<file path="config.mk">
export PLATFORM = sky130hd
export DESIGN_NAME = linecode_8b10b_enc
export DESIGN_NICKNAME = d
export VERILOG_FILES = /design/src/rtl/lc8b10b_pkg.sv /design/src/rtl/lc_disp_sel.sv /design/src/rtl/lc_sub6.sv /design/src/rtl/lc_sub4.sv /design/src/rtl/linecode_8b10b_enc.sv
export SDC_FILE = /design/constraint.sdc
export NUM_CORES = 1
export LEC_CHECK = 0
export BUFFER_PORTS_ARGS = -buffer_cell sky130_fd_sc_hd__clkbuf_2
export CAP_MARGIN = 40
export CORE_ASPECT_RATIO = 1.25
export CORE_MARGIN = 2
export CORE_UTILIZATION = 57
export CTS_CLUSTER_DIAMETER = 120
export DETAILED_ROUTE_END_ITERATION = 7
export GPL_ROUTABILITY_DRIVEN = 0
export PLACE_DENSITY = 0.85
export SETUP_SLACK_MARGIN = 0.15
export SYNTH_ARGS = -nofsm -noshare
export SYNTH_HDL_FRONTEND = slang
export SYNTH_SLANG_ARGS = --single-unit
</file>
<file path="constraint.sdc">
create_clock -name clk -period 10.46 [get_ports clk]
set_input_delay 1.046 -clock clk [delete_from_list [all_inputs] [get_ports clk]]
set_output_delay 1.046 -clock clk [all_outputs]
set_load 0.1 [all_outputs]
</file>
<file path="src/rtl/lc8b10b_pkg.sv">
package lc8b10b_pkg;
  localparam int BYTE_W = 8;
  localparam int CODE_W = 10;
  localparam int X_W    = 5;
  localparam int Y_W    = BYTE_W - X_W;
  localparam int SUB6_W = X_W + 1;
  localparam int SUB4_W = Y_W + 1;
  localparam int HALF_W = CODE_W / 2;

  typedef enum logic [1:0] {
    DC_KEEP = 2'b00,
    DC_FLIP = 2'b01,
    DC_NEG  = 2'b10,
    DC_POS  = 2'b11
  } dcmd_e;
endpackage

</file>
<file path="src/rtl/lc_disp_sel.sv">
module lc_disp_sel
  import lc8b10b_pkg::*;
(
  input  logic  rd_cur,
  input  dcmd_e cmd,
  output logic  rd_start
);
  always_comb begin
    unique case (cmd)
      DC_KEEP: rd_start = rd_cur;
      DC_FLIP: rd_start = ~rd_cur;
      DC_NEG:  rd_start = 1'b0;
      default: rd_start = 1'b1;
    endcase
  end
endmodule

</file>
<file path="src/rtl/lc_sub6.sv">
module lc_sub6
  import lc8b10b_pkg::*;
(
  input  logic [X_W-1:0]    x,
  input  logic              k28,
  input  logic              rd_in,
  output logic [SUB6_W-1:0] code6,
  output logic              rd_mid
);
  localparam int BAL6 = SUB6_W / 2;
  logic [SUB6_W-1:0] base;
  logic              flip;

  always_comb begin
    unique case (x)
      5'd0:  base = 6'b100111;  5'd1:  base = 6'b011101;
      5'd2:  base = 6'b101101;  5'd3:  base = 6'b110001;
      5'd4:  base = 6'b110101;  5'd5:  base = 6'b101001;
      5'd6:  base = 6'b011001;  5'd7:  base = 6'b111000;
      5'd8:  base = 6'b111001;  5'd9:  base = 6'b100101;
      5'd10: base = 6'b010101;  5'd11: base = 6'b110100;
      5'd12: base = 6'b001101;  5'd13: base = 6'b101100;
      5'd14: base = 6'b011100;  5'd15: base = 6'b010111;
      5'd16: base = 6'b011011;  5'd17: base = 6'b100011;
      5'd18: base = 6'b010011;  5'd19: base = 6'b110010;
      5'd20: base = 6'b001011;  5'd21: base = 6'b101010;
      5'd22: base = 6'b011010;  5'd23: base = 6'b111010;
      5'd24: base = 6'b110011;  5'd25: base = 6'b100110;
      5'd26: base = 6'b010110;  5'd27: base = 6'b110110;
      5'd28: base = 6'b001110;  5'd29: base = 6'b101110;
      5'd30: base = 6'b011110;  default: base = 6'b101011;
    endcase
    if (k28) base = 6'b001111;
    // the balanced D.7 pattern still swaps polarity to avoid long runs
    flip  = rd_in && (($countones(base) != BAL6) || ((x == 5'd7) && !k28));
    code6 = flip ? ~base : base;
    if ($countones(code6) > BAL6)      rd_mid = 1'b1;
    else if ($countones(code6) < BAL6) rd_mid = 1'b0;
    else                               rd_mid = rd_in;
  end
endmodule

</file>
<file path="src/rtl/lc_sub4.sv">
module lc_sub4
  import lc8b10b_pkg::*;
(
  input  logic [Y_W-1:0]    y,
  input  logic [X_W-1:0]    x,
  input  logic              kmode,
  input  logic              rd_mid,
  output logic [SUB4_W-1:0] code4
);
  localparam int BAL4 = SUB4_W / 2;
  logic [SUB4_W-1:0] kt, dt;
  logic              alt, flip;

  always_comb begin
    unique case (y)
      3'd0: kt = 4'b1011;  3'd1: kt = 4'b0110;
      3'd2: kt = 4'b1010;  3'd3: kt = 4'b1100;
      3'd4: kt = 4'b1101;  3'd5: kt = 4'b0101;
      3'd6: kt = 4'b1001;  default: kt = 4'b0111;
    endcase
    alt = (y == 3'd7) &&
          ((!rd_mid && (x == 5'd17 || x == 5'd18 || x == 5'd20)) ||
           ( rd_mid && (x == 5'd11 || x == 5'd13 || x == 5'd14)));
    unique case (y)
      3'd0: dt = 4'b1011;  3'd1: dt = 4'b1001;
      3'd2: dt = 4'b0101;  3'd3: dt = 4'b1100;
      3'd4: dt = 4'b1101;  3'd5: dt = 4'b1010;
      3'd6: dt = 4'b0110;  default: dt = alt ? 4'b0111 : 4'b1110;
    endcase
    flip = rd_mid && (($countones(dt) != BAL4) || (y == 3'd3));
    if (kmode) code4 = rd_mid ? ~kt : kt;
    else       code4 = flip ? ~dt : dt;
  end
endmodule

</file>
<file path="src/rtl/linecode_8b10b_enc.sv">
module linecode_8b10b_enc
  import lc8b10b_pkg::*;
(
  input  logic              clk,
  input  logic              rst,
  input  logic              in_valid,
  output logic              in_ready,
  input  logic [BYTE_W-1:0] in_byte,
  input  logic              in_ctrl,
  input  logic [1:0]        in_dcmd,
  input  logic              in_bypass,
  input  logic [CODE_W-1:0] in_raw,
  output logic              out_valid,
  input  logic              out_ready,
  output logic [CODE_W-1:0] out_code,
  output logic              out_kerr,
  output logic              rd_pos
);
  logic [X_W-1:0]    x;
  logic [Y_W-1:0]    y;
  logic              k_legal, kmode, rd_start, rd_mid, rd_end;
  logic [SUB6_W-1:0] code6;
  logic [SUB4_W-1:0] code4;
  logic [CODE_W-1:0] enc;
  logic              rd_q;

  assign x = in_byte[X_W-1:0];
  assign y = in_byte[BYTE_W-1:X_W];

  assign k_legal = (x == 5'd28) ||
                   ((y == 3'd7) && (x == 5'd23 || x == 5'd27 || x == 5'd29 || x == 5'd30));
  assign kmode   = in_ctrl && k_legal;

  lc_disp_sel u_dsel (.rd_cur(rd_q), .cmd(dcmd_e'(in_dcmd)), .rd_start(rd_start));

  lc_sub6 u_s6 (.x(x), .k28(kmode && (x == 5'd28)), .rd_in(rd_start),
                .code6(code6), .rd_mid(rd_mid));

  lc_sub4 u_s4 (.y(y), .x(x), .kmode(kmode), .rd_mid(rd_mid), .code4(code4));

  assign enc = {code6, code4};

  always_comb begin
    if ($countones(enc) > HALF_W)      rd_end = 1'b1;
    else if ($countones(enc) < HALF_W) rd_end = 1'b0;
    else                               rd_end = rd_start;
  end

  assign in_ready = !out_valid || out_ready;
  assign rd_pos   = rd_q;

  always_ff @(posedge clk) begin
    if (rst) begin
      out_valid <= 1'b0;
      out_code  <= '0;
      out_kerr  <= 1'b0;
      rd_q      <= 1'b0;
    end else if (in_ready) begin
      out_valid <= in_valid;
      if (in_valid) begin
        if (in_bypass) begin
          out_code <= in_raw;
          out_kerr <= 1'b0;
        end else begin
          out_code <= enc;
          out_kerr <= in_ctrl && !k_legal;
          rd_q     <= rd_end;
        end
      end
    end
  end
endmodule

</file>
=== Word level (Yosys, flattened, before mapping) ===
Memory sizes are Yosys's and may differ from the RTL's.
Index checks and enable logic that the tools add are counted.

* $add $sub $neg: 18
* Magnitude comparators: 4
* Equal/unequal tests: 23
* Multiplexer cells: 15
* Bitwise operators: 5
* Reduce and logical (&&, ||, !) cells: 30

{| class="wikitable"
|+ Operators by type and width
! operator !! count
|-
| $add A32 B32 Y32 || 6
|-
| $ne A32 B3 Y1 const B || 2
|-
| $pmux W4 S7 || 2
|-
| $eq A5 B5 Y1 const B || 8
|-
| $add A3 B32 Y32 || 1
|-
| $gt A32 B3 Y1 const B || 1
|-
| $gt A32 B4 Y1 const B || 1
|-
| $lt A32 B3 Y1 const B || 1
|-
| $lt A32 B4 Y1 const B || 1
|-
| $add A1 B1 Y2 || 10
|-
| $mux W4 || 4
|-
| $eq A5 B4 Y1 const B || 3
|-
| $eq A3 B3 Y1 const B || 4
|-
| $logic_or A1 B1 Y1 || 12
|-
| $mux W6 || 2
|-
| $logic_and A1 B1 Y1 || 10
|-
| $mux W10 || 1
|-
| $not A4 Y4 || 2
|-
| $eq A3 B2 Y1 const B || 2
|-
| $not A6 Y6 || 1
|-
| $eq A5 B3 Y1 const B || 1
|-
| $mux W1 || 5
|-
| $logic_not A1 Y1 || 4
|-
| $add A2 B2 Y3 || 1
|-
| other kinds (9) || 10
|}

* Flip-flop bits (word level): 13
* ROM bits: 192
* Input bits: 26
* Output and inout bits: 14
* Logic and storage cells: 100
* Memories kept: 1

{| class="wikitable"
|+ Memories
! memory !! depth !! width !! rd ports !! clocked after memory_dff !! wr ports !! line !! source
|-
| (name not given) || 32 || 6 || 1 || 0 || 0 || lc_sub6.sv:15 || <nowiki>unique case (x)</nowiki>
|}

=== Logic depth before layout (Yosys ltp) ===
Gate-level depths: netlist of run 1.

* Depth after elaboration: 42
* Depth in mapped cells: 36
* Gate-level depth less buffers: 34

=== By module ===
A second synthesis of run 1 with hierarchy kept.

* Cells, all modules: 265
* Area, all modules: 2159.6 um2

{| class="wikitable"
|+ By module, submodules not included
! module !! times used !! cells an instance !! area an instance (um2) !! sequential area each (um2)
|-
| linecode_8b10b_enc || 1 || 97 || 882.1 || 260.2
|-
| lc_sub6 || 1 || 91 || 757.0 || 0.0
|-
| lc_sub4 || 1 || 75 || 490.5 || 0.0
|-
| lc_disp_sel || 1 || 2 || 30.0 || 0.0
|}

=== Least setup slack after synthesis of run 1 ===
Ideal clock, no wire load.

* Kind: input to register
* From: input in_byte[0]
* To: register rd_q (netlist: rd_pos)
* Library setup time: 0.135 ns
* Arrival: 8.026 ns
* Data required time: 10.325 ns
* Slack: 2.299 ns
* Stages on the path: 35
* Path buffers: 1
* Cell sequence: inv_1 -> ha_1 -> and3_1 -> nand3_1 -> o2111ai_1 -> o21ai_1 -> inv_1 -> ha_1 -> inv_1 -> fa_1 -> inv_1 -> ha_1 -> nor4b_1 -> a21boi_2 -> xor2_1 -> nor2_1 -> fa_1 -> inv_1 -> fa_1 -> nand3b_1 -> a221o_1 -> buf_2 -> xnor2_1 -> nor2_1 -> a21oi_1 -> fa_1 -> fa_1 -> inv_1 -> ha_1 -> fa_1 -> a21oi_1 -> nor4bb_1 -> o21ai_0 -> o21ai_0 -> a211oi_1

* Longest elaborated chain between the ends: 42
* Elaborated cells on any way between the ends: 72
* Classes of those cells: add/sub: 18; order compare: 4; eq/ne: 14; mux: 11; bitwise: 2; reduce/logical: 22; memory: 1

{| class="wikitable"
|+ Ends and longest elaborated chain
! what !! line !! source
|-
| start, declared || linecode_8b10b_enc.sv:8 || <nowiki>input logic [BYTE_W-1:0] in_byte,</nowiki>
|-
| $eq A5 B5 Y1 || linecode_8b10b_enc.sv:31 || <nowiki>((y == 3'd7) && (x == 5'd23 || x == 5'd27 || x == 5'd29 || x == 5'd30));</nowiki>
|-
| $logic_or A1 B1 Y1 (3 in series) || linecode_8b10b_enc.sv:31 ||
|-
| $logic_and A1 B1 Y1 || linecode_8b10b_enc.sv:31 ||
|-
| $logic_or A1 B1 Y1 || linecode_8b10b_enc.sv:30 || <nowiki>assign k_legal = (x == 5'd28) ||</nowiki>
|-
| $logic_and A1 B1 Y1 || linecode_8b10b_enc.sv:32 || <nowiki>assign kmode = in_ctrl && k_legal;</nowiki>
|-
| $logic_and A1 B1 Y1 || linecode_8b10b_enc.sv:36 || <nowiki>lc_sub6 u_s6 (.x(x), .k28(kmode && (x == 5'd28)), .rd_in(rd_start),</nowiki>
|-
| $mux W6 || lc_sub6.sv:33 || <nowiki>if (k28) base = 6'b001111;</nowiki>
|-
| $add A1 B1 Y2 (not written as such) || lc_sub6.sv:35 || <nowiki>flip = rd_in && (($countones(base) != BAL6) || ((x == 5'd7) && !k28));</nowiki>
|-
| [... 24 more ...] || -- ||
|-
| $mux W4 || lc_sub4.sv:31 || <nowiki>if (kmode) code4 = rd_mid ? ~kt : kt;</nowiki>
|-
| $add A1 B1 Y2 (not written as such) || linecode_8b10b_enc.sv:44, linecode_8b10b_enc.sv:45 ||
|-
| $add A2 B2 Y3 (not written as such) || linecode_8b10b_enc.sv:44, linecode_8b10b_enc.sv:45 ||
|-
| $add A3 B32 Y32 (not written as such) || linecode_8b10b_enc.sv:44, linecode_8b10b_enc.sv:45 ||
|-
| $add A32 B32 Y32 (not written as such) * || linecode_8b10b_enc.sv:44, linecode_8b10b_enc.sv:45 ||
|-
| $lt A32 B4 Y1 || linecode_8b10b_enc.sv:45 || <nowiki>else if ($countones(enc) < HALF_W) rd_end = 1'b0;</nowiki>
|-
| $mux W1 || linecode_8b10b_enc.sv:45 ||
|-
| $mux W1 * || linecode_8b10b_enc.sv:44 || <nowiki>if ($countones(enc) > HALF_W) rd_end = 1'b1;</nowiki>
|-
| end signal, assigned || linecode_8b10b_enc.sv:67 || <nowiki>rd_q <= rd_end;</nowiki>
|-
| end, declared || linecode_8b10b_enc.sv:25 || <nowiki>logic rd_q;</nowiki>
|}

Every way passes the cells marked *; elsewhere a longest branch is shown, timed or not.
A chain may end at the register's enable or synchronous reset.

=== Final worst setup path of run 1 ===
Same ends and word-level chain as after synthesis.

==> results of run 1 <==
-- cell usage in the layout (no fill, tap or decap), types with 7 or more instances in the layout --
master and count:
nor3_1 11, o21ai_0 10, dfxtp_1 13, nand2_1 17, a21oi_1 17, nor2_1 18
inv_1 22, fa_1 7, nand2b_1 10, ha_1 24, clkbuf_2 39, nor2b_1 7
-- sequential cells by signal, summed over array words and instances, names as in the netlist --
register / cells
out_code: 10
out_kerr: 1
out_valid: 1
rd_pos: 1
-- cell families (layout without fill, tap and decap cells) --
| kind of cell | count (synthesis) | count (layout) |
|---|---|---|
| AO/OA/AOI/OAI | 79 | 79 |
| flip-flops | 13 | 13 |
| AND/OR/NAND/NOR | 87 | 87 |
| multiplexers | 2 | 2 |
| XOR/XNOR | 12 | 12 |
| buffers and inverters | 39 | 66 |
| adder cells (fa/ha/maj) | 31 | 31 |
-- routing by layer --
metal | GRT usage (%) | wire (um) | share of wire (%)
met1 | 30.7 | 1950 | 42
met2 | 40.4 | 2380 | 52
met3 | 3.57 | 141 | 3.1
met4 | 9.04 | 114 | 2.5
met5 | 0 | 0 | 0
-- worst max-delay path: cells and delay by family --
family | cells | cell delay, ps
XOR/XNOR | 1 | 230
AO/OA/AOI/OAI | 11 | 1930
buffers and inverters | 6 | 630
AND/OR/NAND/NOR | 6 | 1140
adder cells (fa/ha/maj) | 10 | 3860
-- final cells by class --
cell class | instances | area share [%]
tap | 39 | 2.12
sequential | 13 | 11.3
multi-input combinational | 211 | 72.4
timing repair buffer | 39 | 8.47
clock buffer | 4 | 1.95
inverter | 23 | 3.75
-- per-stage QoR --
step,hold slack (ps),util (%),total power (uW)
4_1_cts,457,65.6,731
6_report,455,65.6,724
3_5_place_dp,450,64.3,682
3_3_place_gp,443,64.3,656
2_1_floorplan,880,-,576
5_1_grt,486,65.6,821
-- worst max-delay path by stage --
stage,startpoint,endpoint,slack (ps),depth (start not counted)
floorplan,in_byte[0],rd_pos,2300,35
global placement,in_byte[0],rd_pos,1670,34
detailed placement,in_byte[0],rd_pos,1460,34
CTS,in_byte[0],rd_pos,1690,34
global route,in_byte[0],rd_pos,1000,34
finish,in_byte[0],rd_pos,1700,34
-- where the power goes --
group,switching (uW),internal [uW]
registers,4.80,58.0
logic,356,260
clock network,18.0,26.9
==> flow_summary.toml, run 1 <==
[yosys]
synth_compound_area_share_pct = 29.3
synth_async_sr_flop_share_pct = 0
synth_edf_count = 0
synthMuxAreaShare_pct = 0.948
synthAdderAreaFrac_pct = 20.9
netlist_instances = 263
synth_area_sq_um = 2110
synth_top_family_by_area = "compound AO/OA/AOI/OAI gates"
synth-warning-count = 0
synthSimpleGateAreaFrac_pct = 22.6
ys_top_cells_by_area = "ha_1 (14%), dfxtp_1 (12%), fa_1 (6.6%)"
ys_seq_elements = 13
seq_area_frac_synth_pct = 12.3
synthXorXnorAreaFrac_pct = 5.33
synth_most_common_cell = "ha_1"
post-synth-top-area-fraction_pct = 14.2
yosys-top-cells-count = "ha_1 (24), inv_1 (22), nor2_1 (18)"
syn_area_per_cell_sq_um = 8.03
yosys.area.top_type = "ha_1"
syn-num-nets = 320
ys_types = 71
synth_top_flop_cell = "dfxtp_1"

[final_layout]
drive_gt1_share_pct = 19.7
design_area_sq_um = 2300
area_growth_pct = 9.12
nNetsFinal = 348
n_fill_cell = 304
multi_input_area_sq_um = 1670
num_antenna_cells = 0
regArea_sq_um = 260
stdcell_count = 329

[route]
drt_iter0_markers = 86
drtAntennaViolNets = 0
first_pass_iters = 4
post_drt_wl_per_cell_um = 13.9
drt-total-wl_mm = 4.59
vias_per_cell = 5.94
dr_total_vias = 1954
drc_errors = 0

[run_status]
status = "completed"

[die]
die_area_sq_um = 4210
initial_utilization_pct = 60.1
dieWidth_um = 58.4
io-pin-count = 40
coreArea_sq_um = 3510
rows = 24
die_height_um = 72.1

[timing]
rsz0062_at_grt = "false"
worst_slew_pin_slew_ps = 644
fin_worst_skew_ps = 5.36
setup_viol = 0
timing.final.ws_setup_ps = 1700
drv_slew = 0
post-route-period-util_pct = 83.7
tns_ps = 0
fmax_mhz = 114
fin_crit_ps = 8760
hold_viol_final = 0
maxSlewHeadroom_pct = 56.0

[clock_tree]
hold_buffers = 0
cts_sinks = 13
insertion_delay_ps = 240
cts_buffers = 3
post-cts-setup-buffers = 0
cts_buffer_depth = 2
ctsRootBufferMaster = "clkbuf_8"
cts_max_level = 1
cts_resized = 0
cts_tree = "yes"
cts.reportedPaths.clkPinSlew_ps = 60

[grt]
grt_max_degree = 31
grt_pass1_wl_mm = 8.14
track_usage_pct = 24.0
grt_pass1_vias = 1888
antenna_found_initial = 0
overflow = 0

[worst_setup_path]
reg2reg_setup_slack_ps = 4320
arrival_ps = 8880
r2r_end = "rd_pos"
cp_slowest_stage_delay_ps = 580
crit_top_cell = "fa_1"
worstPathRequired_ps = 10580
crit_slowest_cell = "fa_1"
r2r_start = "rd_pos"
worstSetupPathType = "in2reg"
cp-start-kind = "primary input"
cp_max_fo = 7
rr_worst_depth = 23
end_kind = "flip-flop"

[power]
leakage_uw = 0.00111
ir_drop_mv = 0.584
powerDensity_nw_per_um2 = 314

[run]
maxCapViolations = 0

[placed_design]
place_area_sq_um = 2260
place_ws_ps = 1460
placed_cells = 325
hpwl_mm = 3.68
portBuffers = 39

[worst_hold_path]
whs_path_depth = 2
holdCritStartpoint = "out_code[9]"
min-delay-path-class = "reg2reg"
min_to = "out_code[9]"
Power figures use the tool's default switching activity.
==> inputs of run 2 (changes only) <==
Settings changed: ABC_AREA set to 1, CORE_UTILIZATION 57 to 51, PLACE_DENSITY 0.85 to 0.81.
Clock period 10.46 ns to 8 ns, I/O delays scaled along.
==> run 2 against run 1 <==
Final cell count is 16% higher. Combinational power increased by 27%. Die area rose by 3.1%. Count of clock-buffer cells in the layout unchanged. Hold slack gained 7.7 ps. Area after synthesis down 7.5%. Global-route usage fell by 2.6 points. Critical path type unchanged. Critical endpoint unchanged. Largest cell class unchanged.
==> flow_summary.toml, run 2 <==
[yosys]
syn-num-nets = 353
synth_top_flop_cell = "dfxtp_1"
yosys-top-cells-count = "nand2_1 (67), inv_1 (43), nor2_1 (30)"
netlist_instances = 296
ys_types = 39
ys_seq_elements = 13
synth_most_common_cell = "nand2_1"
synth_area_sq_um = 1950
synth_async_sr_flop_share_pct = 0
ys_top_cells_by_area = "ha_1 (15%), dfxtp_1 (13%), nand2_1 (13%)"
yosys.area.top_type = "ha_1"
post-synth-top-area-fraction_pct = 15.4
seq_area_frac_synth_pct = 13.3
synth-warning-count = 0
synth_edf_count = 0
syn_area_per_cell_sq_um = 6.60

[die]
rows = 25
die_height_um = 73.2
die_area_sq_um = 4340
io-pin-count = 40
dieWidth_um = 59.4
initial_utilization_pct = 52.5
coreArea_sq_um = 3720

[grt]
grt_pass1_vias = 1845
overflow = 0
grt_pass1_wl_mm = 7.40
grt_max_degree = 23
antenna_found_initial = 0
track_usage_pct = 21.4

[power]
p_sw_uw = 491
seq_power_share_pct = 8.7
p_total_uw = 923
leakage_uw = 0.00127
p_clk_share_pct = 6.2
combPwrFrac_pct = 85.1
p_int_uw = 432
ir_drop_mv = 0.228
p_sw_share_pct = 53.2
powerDensity_nw_per_um2 = 394

[final_layout]
stdcell_count = 382
max_flop_register = "out_code"
area_growth_pct = 19.9
drive_gt1_share_pct = 28.1
design_area_sq_um = 2340
largest_reg_flops = 10
nNetsFinal = 400
final_cell_mix = "nand2_1 (67), inv_1 (39), clkbuf_2 (38)"
fin_util_pct = 62.9
final_common_cell = "nand2_1"
num_antenna_cells = 0

[route]
dr_total_vias = 1991
post_drt_wl_per_cell_um = 12.0
vias_per_cell = 5.21
drc_errors = 0
drtAntennaViolNets = 0
first_pass_iters = 4
drt_iter0_markers = 147
drt-total-wl_mm = 4.58

[timing]
fmax_mhz = 132
post-route-period-util_pct = 94.4
maxSlewHeadroom_pct = 53.9
worst_slew_pin_slew_ps = 689
fin_crit_ps = 7550
rsz0062_at_grt = "false"
drv_slew = 0
fin_worst_skew_ps = 2.33
hold_viol_final = 0
setup_viol = 0

[worst_setup_path]
crit_slowest_cell = "fa_1"
crit_top_cell = "inv_1"
end_kind = "flip-flop"
arrival_ps = 7670
worstPathRequired_ps = 8120
crit_family = "adder cells"
cp-start-kind = "primary input"
worstSetupPathType = "in2reg"
path_buf_inv = 9
cp_max_fo = 6
cp_slowest_stage_delay_ps = 490

[clock_tree]
cts.reportedPaths.clkPinSlew_ps = 50
cts_sinks = 13
cts_buffer_depth = 2
cts_buffers = 3
ctsRootBufferMaster = "clkbuf_8"
cts_max_level = 1
insertion_delay_ps = 240
cts_tree = "yes"

[placed_design]
placed_cells = 371
hpwl_mm = 3.63
place_area_sq_um = 2150
portBuffers = 39

[worst_hold_path]
min-delay-path-class = "reg2reg"

[run]
maxCapViolations = 0

[run_status]
status = "completed"
[run 2: area by class of cell]
class | count | area, sq um
multi-input combinational | 226 | 1530
fill | 354 | 1380
timing repair buffer | 49 | 270
sequential | 13 | 260
inverter | 50 | 189
tap | 40 | 50.0
clock buffer | 4 | 45.0
[run 2: repair_timing]
item	4_1_cts	5_1_grt
hold buffers	0	0
resized for setup	1	25
pin swaps	0	12
buffers inserted	0	7
setup endpoints to repair	1	1
hold endpoints to repair	0	0
[run 2: metal layers]
layer	global-route usage, %	up-vias	wire length, um
met4	10.9	0	87
met5	0	-	0
met1	24.0	868	1900
met2	39.1	79	2350
li1	-	1034	-
met3	1.95	10	236
[run 2: kinds of logic (layout without fill, tap and decap cells)]
logic type,Yosys count,after routing,synth area share (%)
buffers and inverters,57,103,13.2
adder cells (fa/ha/maj),31,31,22.5
AND/OR/NAND/NOR,139,139,31.4
XOR/XNOR,11,11,4.93
flip-flops,13,13,13.3
AO/OA/AOI/OAI,45,45,14.6
[run 2: final timing paths]
| kind | from | to | slack (ps) | depth (start not counted) |
|---|---|---|---|---|
| worst max-delay path | in_byte[0] | rd_pos | 450 | 38 |
| worst min-delay path | out_code[2] | out_code[2] | 460 | 2 |
| worst max register to register | rd_pos | rd_pos | 2380 | 27 |
| worst min register to register | out_code[2] | out_code[2] | 460 | 2 |
[run 2: metrics by stage]
step           hold slack [ps]  TNS, ps  setup WS, ps
6_report                   462        0           449
5_1_grt                    481        0           101
4_1_cts                    463        0           152
3_5_place_dp               455     -117          -117
3_3_place_gp               451        0           160
2_1_floorplan              904        0           563
[run 2: power groups by stage]
stage | Sequential (uW) | Combinational [uW] | Clock [uW]
4_1_cts | 79.8 | 665 | 57.9
6_report | 79.9 | 785 | 57.3
5_1_grt | 80.8 | 892 | 60.8
2_1_floorplan | 147 | 462 | 0
3_3_place_gp | 80.7 | 628 | 0
3_5_place_dp | 81.0 | 654 | 0
[run 2: worst register-to-register path: stages (launching register included)]
cell,delay [ps]
dfxtp_1,380
nand2_1,70
nand2_1,120
nand2_1,110
a31oi_4,250
xor2_1,230
and2_4,180
fa_1,450
inv_2,80
fa_2,440
nor2_2,130
nand3_2,120
nand2_4,110
inv_1,70
nor2_4,150
inv_1,70
nand3_1,100
nand3_2,90
and2_4,140
fa_1,480
fa_1,490
inv_1,50
ha_2,180
fa_2,380
nor2_2,120
nor2_1,70
a2111oi_2,370
nor2_1,80
